===== config.mk =====
export PLATFORM = sky130hd
export DESIGN_NAME = jtag_shift_master
export DESIGN_NICKNAME = d
export VERILOG_FILES = /design/src/rtl/jtag_shift_master.sv
export SDC_FILE = /design/constraint.sdc
export NUM_CORES = 1
export LEC_CHECK = 0
export BUFFER_PORTS_ARGS = -buffer_cell sky130_fd_sc_hd__buf_2
export CORE_MARGIN = 8
export CORE_UTILIZATION = 53
export CTS_CLUSTER_DIAMETER = 200
export DETAILED_ROUTE_END_ITERATION = 8
export PLACE_DENSITY = 0.85
export SLEW_MARGIN = 15
export SYNTH_ARGS = -nofsm -noshare
export SYNTH_HDL_FRONTEND = slang
export SYNTH_SLANG_ARGS = --single-unit

===== constraint.sdc =====
create_clock -name clk -period 2.7 [get_ports clk]
set_input_delay 0.81 -clock clk [delete_from_list [all_inputs] [get_ports clk]]
set_output_delay 0.81 -clock clk [all_outputs]
set_load 0.05 [all_outputs]

===== src/rtl/jtag_shift_master.sv =====
module jtag_shift_master #(
  parameter int SIZE_W    = 16,
  parameter int RATIO_W   = 8,
  parameter int MIN_RATIO = 4,
  parameter int TRST_TCKS = 8
) (
  input  logic               clk,
  input  logic               rst_n,
  input  logic [SIZE_W-1:0]  cfg_size,
  input  logic [RATIO_W-1:0] cfg_ratio,
  input  logic               cfg_trst_en,
  input  logic               cfg_loopback,
  input  logic               cfg_port_en,
  input  logic               cfg_host_en,
  input  logic               start,
  input  logic               stop,
  input  logic               tx_valid,
  input  logic               tx_tdi,
  input  logic               tx_tms,
  output logic               tx_ready,
  output logic               rx_valid,
  output logic               rx_data,
  output logic               session_busy,
  output logic               done_flag,
  output logic               underrun_flag,
  output logic               abort_flag,
  output logic               jtag_tck,
  output logic               jtag_tdi,
  output logic               jtag_tms,
  output logic               jtag_trst_n,
  output logic               jtag_en,
  input  logic               jtag_tdo
);
  localparam int CNT_W = SIZE_W + 1;

  logic               busy_q, trst_mode_q, stop_pend_q;
  logic [RATIO_W-1:0] ratio_q, ph_q;
  logic [SIZE_W-1:0]  size_q;
  logic [CNT_W-1:0]   nbits_q;
  logic               tck_q, tdi_q, tms_q, trst_q;
  logic               rx_v_q, rx_d_q;
  logic               done_q, unr_q, abt_q;

  wire [RATIO_W-1:0] ratio_eff = (cfg_ratio < RATIO_W'(MIN_RATIO)) ? RATIO_W'(MIN_RATIO) : cfg_ratio;
  wire [RATIO_W-1:0] lo_len    = ratio_q >> 1;
  wire [CNT_W-1:0]   term      = trst_mode_q ? CNT_W'(TRST_TCKS) : {1'b0, size_q} + CNT_W'(1);

  wire boundary   = busy_q && (ph_q == '0);
  wire stop_any   = stop || stop_pend_q;
  wire count_done = (nbits_q == term);
  wire need_data  = !trst_mode_q || (nbits_q == '0);
  wire pop        = tx_ready && tx_valid;
  wire advance    = boundary && !stop_any && !count_done && (pop || !need_data);
  wire finish     = boundary && !advance;
  wire pins_on    = cfg_port_en && !cfg_loopback;

  assign tx_ready = boundary && !stop_any && !count_done && need_data;

  always_ff @(posedge clk or negedge rst_n) begin
    if (!rst_n) begin
      busy_q      <= 1'b0;
      trst_mode_q <= 1'b0;
      stop_pend_q <= 1'b0;
      ratio_q     <= RATIO_W'(MIN_RATIO);
      ph_q        <= '0;
      size_q      <= '0;
      nbits_q     <= '0;
      tck_q       <= 1'b0;
      tdi_q       <= 1'b0;
      tms_q       <= 1'b0;
      trst_q      <= 1'b0;
      rx_v_q      <= 1'b0;
      rx_d_q      <= 1'b0;
      done_q      <= 1'b0;
      unr_q       <= 1'b0;
      abt_q       <= 1'b0;
    end else begin
      rx_v_q <= 1'b0;
      if (!busy_q) begin
        if (start) begin
          busy_q      <= 1'b1;
          ratio_q     <= ratio_eff;
          size_q      <= cfg_size;
          trst_mode_q <= cfg_trst_en;
          ph_q        <= '0;
          nbits_q     <= '0;
          stop_pend_q <= 1'b0;
          done_q      <= 1'b0;
          unr_q       <= 1'b0;
          abt_q       <= 1'b0;
        end
      end else begin
        if (stop) stop_pend_q <= 1'b1;
        if (finish) begin
          busy_q <= 1'b0;
          tck_q  <= 1'b0;
          tdi_q  <= 1'b0;
          tms_q  <= 1'b0;
          trst_q <= 1'b0;
          abt_q  <= stop_any;
          done_q <= !stop_any && count_done;
          unr_q  <= !stop_any && !count_done;
        end else if (advance) begin
          ph_q    <= RATIO_W'(1);
          tck_q   <= 1'b0;
          nbits_q <= nbits_q + CNT_W'(1);
          if (trst_mode_q) begin
            trst_q <= 1'b1;
          end else begin
            tdi_q <= tx_tdi;
            tms_q <= tx_tms;
          end
        end else begin
          if (ph_q == lo_len) begin
            tck_q <= 1'b1;
            if (!trst_mode_q) begin
              rx_v_q <= 1'b1;
              rx_d_q <= cfg_loopback ? tdi_q : jtag_tdo;
            end
          end
          ph_q <= (ph_q == ratio_q - RATIO_W'(1)) ? '0 : ph_q + RATIO_W'(1);
        end
      end
    end
  end

  assign session_busy  = busy_q;
  assign done_flag     = done_q;
  assign underrun_flag = unr_q;
  assign abort_flag    = abt_q;
  assign rx_valid      = rx_v_q;
  assign rx_data       = rx_d_q;
  assign jtag_tck      = tck_q && pins_on;
  assign jtag_tdi      = tdi_q && pins_on;
  assign jtag_tms      = tms_q && pins_on;
  assign jtag_trst_n   = !trst_q;
  assign jtag_en       = cfg_host_en;
endmodule


Word-level counts from Yosys, hierarchy flattened. Cells that the tools add are included.

Eq/ne operators: 8. Bitwise operators: 4. $add $sub $neg: 4. Mux-type cells: 41. Order comparisons: 1. Reductions and logical operators: 38.

Operator list (number): two-way mux 17 bit (5); two-way mux 8 bit (6); two-way mux 1 bit (30); adder 16 x 1 -> 17 bit, second input constant (1); adder 17 x 1 -> 17 bit, second input constant (1); equality test 17 bit (1); logical NOT 17 bit (1); logical AND 1 bit (13); AND reduction 2 bit (5); AND reduction 3 bit (3); adder 8 x 1 -> 8 bit, second input constant (1); equality test 8 x 7 -> 1 bit (1); equality test 8 bit (1); logical NOT 8 bit (1); < comparator 8 x 3 -> 1 bit, second input constant (1); subtractor 8 x 1 -> 8 bit, second input constant (1); logical NOT 1 bit (7); inequality test 2 x 1 -> 1 bit, second input constant (3); nonzero test 2 bit (3); AND reduction 5 bit (1); inequality test 2 bit, second input constant (2); inverter 1 bit (4); logical OR 1 bit (3); nonzero test 3 bit (1).

Output and inout port bits: 12. Bits of input ports: 36. Register bits after elaboration: 61.

Logic depth before layout (Yosys ltp). Gate-level depths: netlist of the first run.

Depth in word-level cells: 13. Gate-level depth with buffers: 12.

Worst setup path after synthesis of the first run. Ideal clock, no wire load.

Path kind: reg2out. From: register size_q[0]. To: output port tx_ready. Arrival: 2.941 ns. Setup slack: -1.051 ns. Stages on the path, launching flop included: 9. Cell sequence: dfrtp_1 > ha_1 > nand3_2 > or3_1 > or3_1 > nand4_1 > nor3_1 > and4b_1 > nor3_1.

Longest elaborated chain between the ends: 6.

RTL lines: start, declared (RTL line 38) `logic [SIZE_W-1:0] size_q;`; start signal, assigned (RTL line 83) `size_q <= cfg_size;`; adder 16 x 1 -> 17 bit (RTL line 46) `wire [CNT_W-1:0] term = trst_mode_q ? CNT_W'(TRST_TCKS) : {1'b0, size_q} + CNT_W'(1);`; two-way mux 17 bit (RTL line 46); equality test 17 bit (RTL line 50) `wire count_done = (nbits_q == term);`; logical NOT 1 bit (RTL line 57) `assign tx_ready = boundary && !stop_any && !count_done && need_data;`; logical AND 1 bit (2 in series) (RTL line 57); end, declared (RTL line 20) `output logic tx_ready,`.

No other way between the ends.

Worst setup path in the final report of the first run.
From: register size_q[2]. To: output port tx_ready.

Same word-level chain as after synthesis.

==> results.json, run 1 <==
{
  "clk_pin_slew_ps": 70,
  "synth-main-ff-cell": "dfrtp_1",
  "synth-seq-area-share_pct": 36.9,
  "path_class": "reg2out",
  "yosys-top-cells-area": "dfrtp_1 (36%), nand2_1 (9.2%), xnor2_1 (4.2%)",
  "r2r_end": "nbits_q[1]$_DFFE_PN0P_",
  "p_total_uw": 5320,
  "drv_cap": 0,
  "async_flop_share_pct": 100,
  "drc": 0,
  "antenna_found_initial": 0,
  "yosysWarningCount": 0,
  "ios": 48,
  "post-route-period-util_pct": 128,
  "grt_pass1_vias": 4340,
  "syn_to_final_growth_pct": 34.1,
  "finalHoldViolations": 0,
  "root_buffer": "clkbuf_8",
  "synth_edf_count": 0,
  "fin_ws_ps": -744,
  "worstSetupStartpointType": "flip-flop",
  "synth_area_um2": 4140,
  "syn_nets": 535,
  "fillCellCount": 534,
  "via_per_inst": 6.19,
  "hold_class": "in2async",
  "cp-end-kind": "output pin",
  "r2r-start": "size_q[1]$_DFFE_PN0P_",
  "rows": 32,
  "die_h_um": 104,
  "whs_ps": 392,
  "drive_gt1_share_pct": 35.5,
  "startpoint": "size_q[2]$_DFFE_PN0P_",
  "reg2reg_depth": 12,
  "worst_pin_slew_ps": 612,
  "cts_buffers": 9,
  "fp.dieArea_um2": 10900,
  "vias": 4416,
  "fmax_mhz": 290,
  "clk-insertion-delay-late_ps": 370,
  "fin_setup_tns_ps": -8140,
  "n_antenna_cell": 0,
  "ys_ff_latch": 61,
  "start_util_pct": 54.2,
  "die_w_um": 104,
  "cts_max_level": 3,
  "setup_viol": 33,
  "powerDensity_nw_per_um2": 958,
  "drtIter0Drc": 367,
  "wire_per_inst_um": 18.7,
  "grt_overflow": 0,
  "cts_tree": "built",
  "synth_cell_types": 64,
  "synth.top_cell.area_share_pct": 36.2,
  "static-leakage-power_uw": 0.00245,
  "skew_ps": 10.5,
  "worstSetupEndpoint": "tx_ready",
  "ctsLongestPathBuffers": 2,
  "rsz0062_at_grt": "yes",
  "r2r_slack_ps": -400,
  "place_hpwl_um": 8790,
  "grt_max_degree": 30,
  "grt_pass1_wl_um": 21000,
  "period_needed_ps": 3440,
  "cp.required_ps": 1890,
  "gp_congestion": 0.967,
  "critical_path.max_fanout": 8,
  "grt_usage_pct": 23.4,
  "maxSlewViolCount": 0,
  "wirelength_um": 13300,
  "final_nets": 648,
  "cts_sinks": 61,
  "firstDrtPassIters": 6,
  "syn_inst": 493,
  "arrival_ps": 2630,
  "max-slew-margin-rel_pct": 59.2,
  "ir_drop_uv": 588,
  "avgSynthCellArea_um2": 8.40,
  "core_um2": 7650,
  "synth.largest_area_cell": "dfrtp_1",
  "ctsHoldBuffers": 0,
  "violations": "negative setup slack",
  "numPortBuffers": 45,
  "outcome": "finished, violations left",
  "antenna_left": 0
}
==> routing by layer <==
layer	share of wire [%]	track usage (%)
met5	0	0
met4	2.5	10.3
met3	8.3	6.57
met2	48	38.1
met1	41	28.0
==> how the worst min path moves through the flow <==
stage | to | startpoint | cells after the start | slack, ps
2_1_floorplan | tck_q$_DFFE_PN0P_ | tck_q$_DFFE_PN0P_ | 2 | 440
3_3_place_gp | tck_q$_DFFE_PN0P_ | tck_q$_DFFE_PN0P_ | 2 | 460
3_5_place_dp | tck_q$_DFFE_PN0P_ | tck_q$_DFFE_PN0P_ | 2 | 490
4_1_cts | size_q[2]$_DFFE_PN0P_ | rst_n | 1 | 410
5_1_grt | size_q[14]$_DFFE_PN0P_ | rst_n | 1 | 420
6_report | nbits_q[15]$_DFFE_PN0P_ | rst_n | 1 | 390
==> final cells by class <==
class / instances / area, µm² / share of cell area (%)
inverters: 17 / 63.8 / 1.15
multi-input cells: 381 / 2670 / 48.0
clock inverters: 6 / 62.6 / 1.13
repair buffers: 136 / 961 / 17.3
well taps: 102 / 128 / 2.30
flip-flops and latches: 61 / 1540 / 27.7
clock buffers: 10 / 138 / 2.48
==> timing repair <==
| item | 4_1_cts | 5_1_grt |
|---|---|---|
| setup buffers | 13 | 5 |
| hold endpoints to repair | 0 | 0 |
| gates resized for setup | 40 | 23 |
| setup endpoints to repair | 33 | 33 |
| pin swaps | 16 | 21 |
| cloned | 3 | 0 |
==> sequential cells by signal (all words and copies together) (netlist names), 8 cells and up <==
signal,cells
size_q,16
ratio_q,8
nbits_q,17
ph_q,8
==> stage by stage <==
step / std cells / util [%] / setup slack, ps / area, µm²
after floorplan: 493 / - / -261 / 4180
after global placement: 679 / 64.6 / -400 / 4940
after detailed placement: 679 / 64.6 / -445 / 4940
after CTS: 710 / 71.0 / -633 / 5430
after global routing: 713 / 72.7 / -824 / 5560
final: 713 / 72.7 / -744 / 5560
==> synthesized netlist by cell type (13+ instances only) <==
cell      count
or4_1        13
dfrtp_1      60
nand4_1      18
clkbuf_1     22
nor4_1       14
xnor2_1      20
nor3_1       14
nand2_1     101
nor2_1       17
inv_1        17
a21oi_1      20
==> power by group <==
part	leakage, µW	internal, µW	total (µW)	switching [µW]
logic	0.00157	1360	2930	1570
clock network	0.0000943	447	847	400
registers	0.000781	1210	1550	340
==> kinds of logic after synthesis <==
kind of cell             after synthesis  synth area share (%)
buffers and inverters                 52                  5.53
AO/OA/AOI/OAI                         85                  13.8
adder cells (fa/ha/maj)                6                  1.81
multiplexers                          12                  2.93
flip-flops                            61                  36.9
XOR/XNOR                              32                  7.76
AND/OR/NAND/NOR                      245                  31.3
==> cell usage in the layout (no fill, tap or decap), drive strengths merged, types with 10 or more instances in the layout <==
cell type,n
buf,136
o31ai,11
a21oi,21
or4,14
nand4,19
nand3,13
dfrtp,60
nand2,101
nor4,16
mux2i,11
clkbuf,10
inv,17
nor2,17
o21ai,17
xnor2,20
nor3,14
==> critical path, stage by stage, from the launching register on <==
cell	delay [ps]
dfrtp_1	420
nand4_2	150
buf_6	170
buf_4	130
nor4_1	340
or3b_1	180
nand4_1	140
nor3_1	230
and4b_2	310
nor3_4	50
buf_6	160
(Power assumes the default switching activity.)
==> run 2: changes to the inputs <==
ABC_AREA = 1   (was not set)
CORE_MARGIN = not set   (was 8)
CORE_UTILIZATION = 55   (was 53)
clock period = 3.2 ns   (was 2.7 ns; I/O delays follow)
==> run 2 against run 1 <==
The flow still finishes with violations (negative setup slack). Global-route usage up 5.7 points. Count of clock-buffer cells in the layout up 2. Via count down 0.27%. Area after synthesis up 3.1%. Clock skew about the same.
==> results.json, run 2 <==
{
  "outcome": "finished, violations left",
  "violations": "negative setup slack",
  "avgSynthCellArea_um2": 6.74,
  "top_register": "nbits_q",
  "core_um2": 7370,
  "synth_area_um2": 4270,
  "ios": 48,
  "place_hpwl_um": 8310,
  "hold_class": "reg2reg",
  "ctsLongestPathBuffers": 2,
  "synth_cell_types": 34,
  "critical_path.max_fanout": 6,
  "reg2reg_depth": 19,
  "cts_tree": "built",
  "p_total_uw": 4150,
  "via_per_inst": 5.56,
  "worstSetupStartpointType": "flip-flop",
  "skew_ps": 10.9,
  "powerDensity_nw_per_um2": 832,
  "fin_ws_ps": -167,
  "post-route-period-util_pct": 105,
  "antenna_left": 0,
  "syn_inst": 634,
  "clk-insertion-delay-late_ps": 350,
  "syn_nets": 676,
  "drc": 0,
  "rsz0062_at_grt": "yes",
  "final_cell_mix": "nand2_1 (205), inv_1 (74), nor2_1 (61), dfrtp_1 (60), nand3_1 (55)",
  "numPortBuffers": 45,
  "ir_drop_uv": 450,
  "synth_edf_count": 0,
  "synth.top_cells.by_count": "nand2_1 (209), inv_1 (75), nor2_1 (65)",
  "grt_max_degree": 44,
  "whs_ps": 488,
  "p_clk_share_pct": 21.1,
  "period_needed_ps": 3370,
  "die_h_um": 90.1,
  "largest_register_ffs": 17,
  "finalHoldViolations": 0,
  "gp_congestion": 0.931,
  "synth.top_cell.area_share_pct": 35.2,
  "p_comb_share_pct": 48.6,
  "final_nets": 730,
  "synth-main-ff-cell": "dfrtp_1",
  "drv_cap": 0,
  "grt_pass1_vias": 4329,
  "r2r_slack_ps": 650,
  "dpl.cell_count": 770,
  "wire_per_inst_um": 14.2,
  "async_flop_share_pct": 100,
  "pwr-share-seq_pct": 30.2,
  "ctsHoldBuffers": 0,
  "synth.largest_area_cell": "dfrtp_1",
  "hold_path_end": "rx_data$_DFFE_PN0P_",
  "synth-seq-area-share_pct": 35.8,
  "cts_sinks": 61,
  "internal_power_uw": 2270,
  "arrival_ps": 2410,
  "path_class": "reg2out",
  "cp-end-kind": "output pin",
  "r2r-start": "size_q[1]$_DFFE_PN0P_",
  "max-slew-margin-rel_pct": 53.6,
  "power_switching_share_pct": 45.3,
  "synth_most_common_cell": "nand2_1",
  "cts_max_level": 3,
  "setup_viol": 1,
  "final_cell_count_no_fill": 792,
  "drive_gt1_share_pct": 15.2,
  "maxSlewViolCount": 0,
  "root_buffer": "clkbuf_8",
  "min_from": "rx_data$_DFFE_PN0P_",
  "n_antenna_cell": 0,
  "static-leakage-power_uw": 0.00252,
  "grt_overflow": 0,
  "fp.dieArea_um2": 8120,
  "r2r_end": "nbits_q[9]$_DFFE_PN0P_",
  "place_ws_ps": 64.6,
  "cp.required_ps": 2240,
  "yosys-top-cells-area": "dfrtp_1 (35%), nand2_1 (18%), inv_1 (6.6%)",
  "p_sw_uw": 1880,
  "rows": 31,
  "grt_pass1_wl_um": 19100,
  "firstDrtPassIters": 6,
  "start_util_pct": 57.9,
  "yosysWarningCount": 0,
  "vias": 4404,
  "final_common_cell": "nand2_1",
  "ys_ff_latch": 61,
  "cts_buffers": 9,
  "wirelength_um": 11300,
  "drtIter0Drc": 273,
  "worst_pin_slew_ps": 696,
  "die_w_um": 90.1,
  "antenna_found_initial": 0,
  "clk_pin_slew_ps": 70,
  "reg.largest.list": "nbits_q (17), size_q (16)",
  "fmax_mhz": 297,
  "whs_path_depth": 1,
  "grt_usage_pct": 29.1,
  "syn_to_final_growth_pct": 16.8
}
## run 2: power groups by stage
| stage | Combinational [µW] | Clock (µW) | Sequential (µW) |
|---|---|---|---|
| detailed placement | 1910 | 0 | 1260 |
| global placement | 1840 | 0 | 1240 |
| finish | 2020 | 878 | 1260 |
| floorplan | 1420 | 0 | 1270 |
| CTS | 1960 | 888 | 1250 |
| global route | 2260 | 921 | 1290 |
## run 2: per-layer routing
metal,share of wire (%),up-vias,global-route usage [%]
li1,-,2160,-
met4,3.6,0,14.2
met2,49,169,51.0
met3,5.8,41,5.75
met1,42,2034,33.7
met5,0,-,0
## run 2: kinds of logic (layout without fill, tap and decap cells)
group                      count (synthesis)  after routing  share of synthesized area, %
AOI/OAI and AO/OA                         39             39                          5.04
DFF                                       61             61                          35.8
buffers and inverters                     91            150                          8.56
xor gates and xnor gates                  30             30                          6.15
adders and majority gates                  6              6                          1.76
and+or+nand+nor                          407            407                          42.7
## run 2: area by class of cell
type	count	area [µm²]
well taps	99	124
fillers	662	2380
repair buffers	59	362
multi-input cells	482	2440
flip-flops and latches	61	1530
clock buffers	12	155
clock inverters	4	95.1
inverters	75	282
## run 2: critical path: stages, from the launching register on
cell and delay (ps):
dfrtp_1 430, ha_4 180, nand2_4 70, nor2_4 180
buf_4 140, nand4_1 130, nand3_1 130, nand2_1 50
nand2_1 90, nor2_1 40, nand2_1 70, nor2_2 40
nand2_2 90, inv_2 60, nor4_4 160, buf_6 200
## run 2: metrics by stage
| stage | cell area [µm²] | utilization [%] | TNS (ps) |
|---|---|---|---|
| CTS | 4950 | 67.2 | -108 |
| global route | 4990 | 67.7 | -290 |
| detailed placement | 4640 | 62.9 | 0 |
| floorplan | 4290 | - | 0 |
| finish | 4990 | 67.7 | -167 |
| global placement | 4640 | 62.9 | 0 |
## run 2: worst max-delay path by stage
stage,startpoint,end,slack (ps),cells past startpoint
after detailed placement,size_q[0]$_DFFE_PN0P_,tx_ready,60,15
after floorplan,session_busy$_DFF_PN0_,tx_ready,60,5
after global routing,size_q[1]$_DFFE_PN0P_,tx_ready,-290,15
after CTS,size_q[0]$_DFFE_PN0P_,tx_ready,-110,15
after global placement,size_q[0]$_DFFE_PN0P_,tx_ready,170,15
final,size_q[1]$_DFFE_PN0P_,tx_ready,-170,15
## run 2: repair_timing
| item | CTS | global route |
|---|---|---|
| gates cloned | 0 | 0 |
| resized for setup | 8 | 9 |
| setup buffers | 5 | 1 |
| endpoints found under the setup margin | 1 | 1 |
| pin swaps | 6 | 2 |
==> run 3: changes to the inputs <==
CORE_ASPECT_RATIO = 1.75   (was not set)
CTS_CLUSTER_SIZE = 14   (was not set)
==> run 3 against run 2 <==
The flow still finishes with violations (negative setup slack). Non-clock buffer count rose by 3. Combinational power rose by 3%. Clock power is 30% higher. Critical path type unchanged.
==> results.json, run 3 (same netlist as run 2, synthesis figures left out) <==
{
  "outcome": "finished, violations left",
  "violations": "negative setup slack",
  "skew_ps": 9.12,
  "drv_cap": 0,
  "clk-insertion-delay-late_ps": 340,
  "drtIter0Drc": 337,
  "fmax_mhz": 305,
  "grt_usage_pct": 36.3,
  "root_buffer": "clkbuf_16",
  "drc": 0,
  "dpl.cell_count": 765,
  "reg2reg_depth": 17,
  "ctsLongestPathBuffers": 2,
  "maxSlewViolCount": 0,
  "wl_met1_um": 4360,
  "via_per_inst": 5.76,
  "finalHoldViolations": 0,
  "largest_register_ffs": 17,
  "drive_gt1_share_pct": 15.8,
  "clk_pin_slew_ps": 50,
  "grt_max_degree": 44,
  "die_h_um": 119,
  "n_antenna_cell": 0,
  "cp-end-kind": "output pin",
  "die_w_um": 68.6,
  "top_layer": "met4",
  "wire_per_inst_um": 16.7,
  "gp_congestion": 0.968,
  "whs_path_depth": 2,
  "cts_tree": "built",
  "final_nets": 733,
  "dr_wl_met2_um": 7280,
  "numPortBuffers": 45,
  "cts_buffers": 9,
  "setup_viol": 1,
  "cp.required_ps": 2240,
  "crit_slowest_cell": "dfrtp_1",
  "grt_pass1_wl_um": 21700,
  "post-route-period-util_pct": 103,
  "hold_class": "reg2reg",
  "period_needed_ps": 3280,
  "worstSetupStartpointType": "flip-flop",
  "slowest_delay_ps": 410,
  "wirelength_um": 13100,
  "place_ws_ps": 107,
  "max-slew-margin-rel_pct": 51.8,
  "start_util_pct": 56.8,
  "rows": 42,
  "powerDensity_nw_per_um2": 883,
  "arrival_ps": 2320,
  "ir_drop_uv": 366,
  "critical_path.max_fanout": 7,
  "worst_pin_slew_ps": 721,
  "fp.dieArea_um2": 8130,
  "vias": 4515,
  "grt_overflow": 0,
  "path_cells": "ha_4 -> nand2_4 -> nor2_4 -> nand2_2 -> nand2_1 -> nand2_1 -> xor2_2 -> nor2_1 -> nand2_1 -> nor2_2 -> nand2_2 -> inv_2 -> nor4_4 -> buf_6",
  "path_depth": 14,
  "static-leakage-power_uw": 0.00257,
  "core_um2": 7510,
  "grt_pass1_vias": 4623,
  "antenna_left": 0,
  "place_hpwl_um": 9780,
  "syn_to_final_growth_pct": 19.3,
  "final_cell_mix": "nand2_1 (207), inv_1 (74), nor2_1 (61), dfrtp_1 (60), nand3_1 (53)",
  "reg.largest.list": "nbits_q (17), size_q (16)",
  "routed-wl-met3_um": 661,
  "cp_common_cell": "nand2_1",
  "top_register": "nbits_q",
  "cp.buffers_inverters": 2,
  "antenna_found_initial": 0,
  "firstDrtPassIters": 7,
  "rsz0062_at_grt": "yes",
  "final_cell_count_no_fill": 784,
  "fin_ws_ps": -81.2,
  "final_common_cell": "nand2_1",
  "cts_max_level": 3,
  "ios": 48,
  "cts_sinks": 61,
  "crit_family": "simple AND/OR/NAND/NOR gates",
  "path_class": "reg2out"
}
run 3: path summary, 6_finish.rpt:
| kind | slack (ps) | from | to |
|---|---|---|---|
| worst max-delay path | -80 | size_q[1]$_DFFE_PN0P_ | tx_ready |
| worst min-delay path | 480 | ph_q[7]$_DFFE_PN0P_ | ph_q[7]$_DFFE_PN0P_ |
| worst max register to register | 650 | size_q[1]$_DFFE_PN0P_ | nbits_q[1]$_DFFE_PN0P_ |
| worst min register to register | 480 | ph_q[7]$_DFFE_PN0P_ | ph_q[7]$_DFFE_PN0P_ |
| max in group asynchronous | 1820 | rst_n | size_q[0]$_DFFE_PN0P_ |
| min in group asynchronous | 670 | rst_n | ratio_q[1]$_DFFE_PN0P_ |
run 3: timing repair:
| action | CTS | global route |
|---|---|---|
| buffers inserted | 1 | 2 |
| setup endpoints to repair | 1 | 1 |
| resized for setup | 8 | 12 |
| pin swaps | 4 | 4 |
| hold buffers | 0 | 0 |
run 3: report_power, final:
part | total [µW] | internal, µW | leakage (µW) | switching [µW]
Combinational | 2090 | 710 | 0.00161 | 1380
Clock | 1140 | 781 | 0.000173 | 356
Sequential | 1270 | 1010 | 0.000791 | 262
run 3: worst register-to-register path, cell delays in order, from the launching register on:
cell and delay (ps):
dfrtp_1 410, ha_4 170, nand2_4 70, nor2_4 200, nand2_2 110, nand2_1 90, nand2_1 90, xor2_2 160
nor2_1 100, nand2_1 80, nor2_2 120, nand2_2 90, buf_4 150, nand3_4 110, nand2_4 140, nand2_4 220
nand2_1 110, nand2_1 80
run 3: routing by layer:
layer  vias to the layer above  global-route usage (%)
li1                       2156                       -
met1                      2126                    34.9
met2                       170                    60.9
met3                        63                    12.9
met4                         0                    24.7
met5                         -                       0
run 3: layout make-up:
cell class              count  area (µm²)
multi-input cells         482        2470
fillers                   663        2420
flip-flops and latches     61        1530
repair buffers             62         359
inverters                  75         282
clock buffers              10         239
well taps                  88         110
clock inverters             6         109
run 3: per-stage QoR:
step                      power (µW)  TNS [ps]  instance area, µm²  utilization [%]  hold slack [ps]
final                           4500     -81.2                5090             67.8              483
after global routing            4860      -250                5090             67.8              523
after CTS                       4420      -104                5020             66.9              485
after detailed placement        3240         0                4640             61.8              471
after global placement          3170         0                4640             61.8              459
after floorplan                 2690         0                4290                -              442
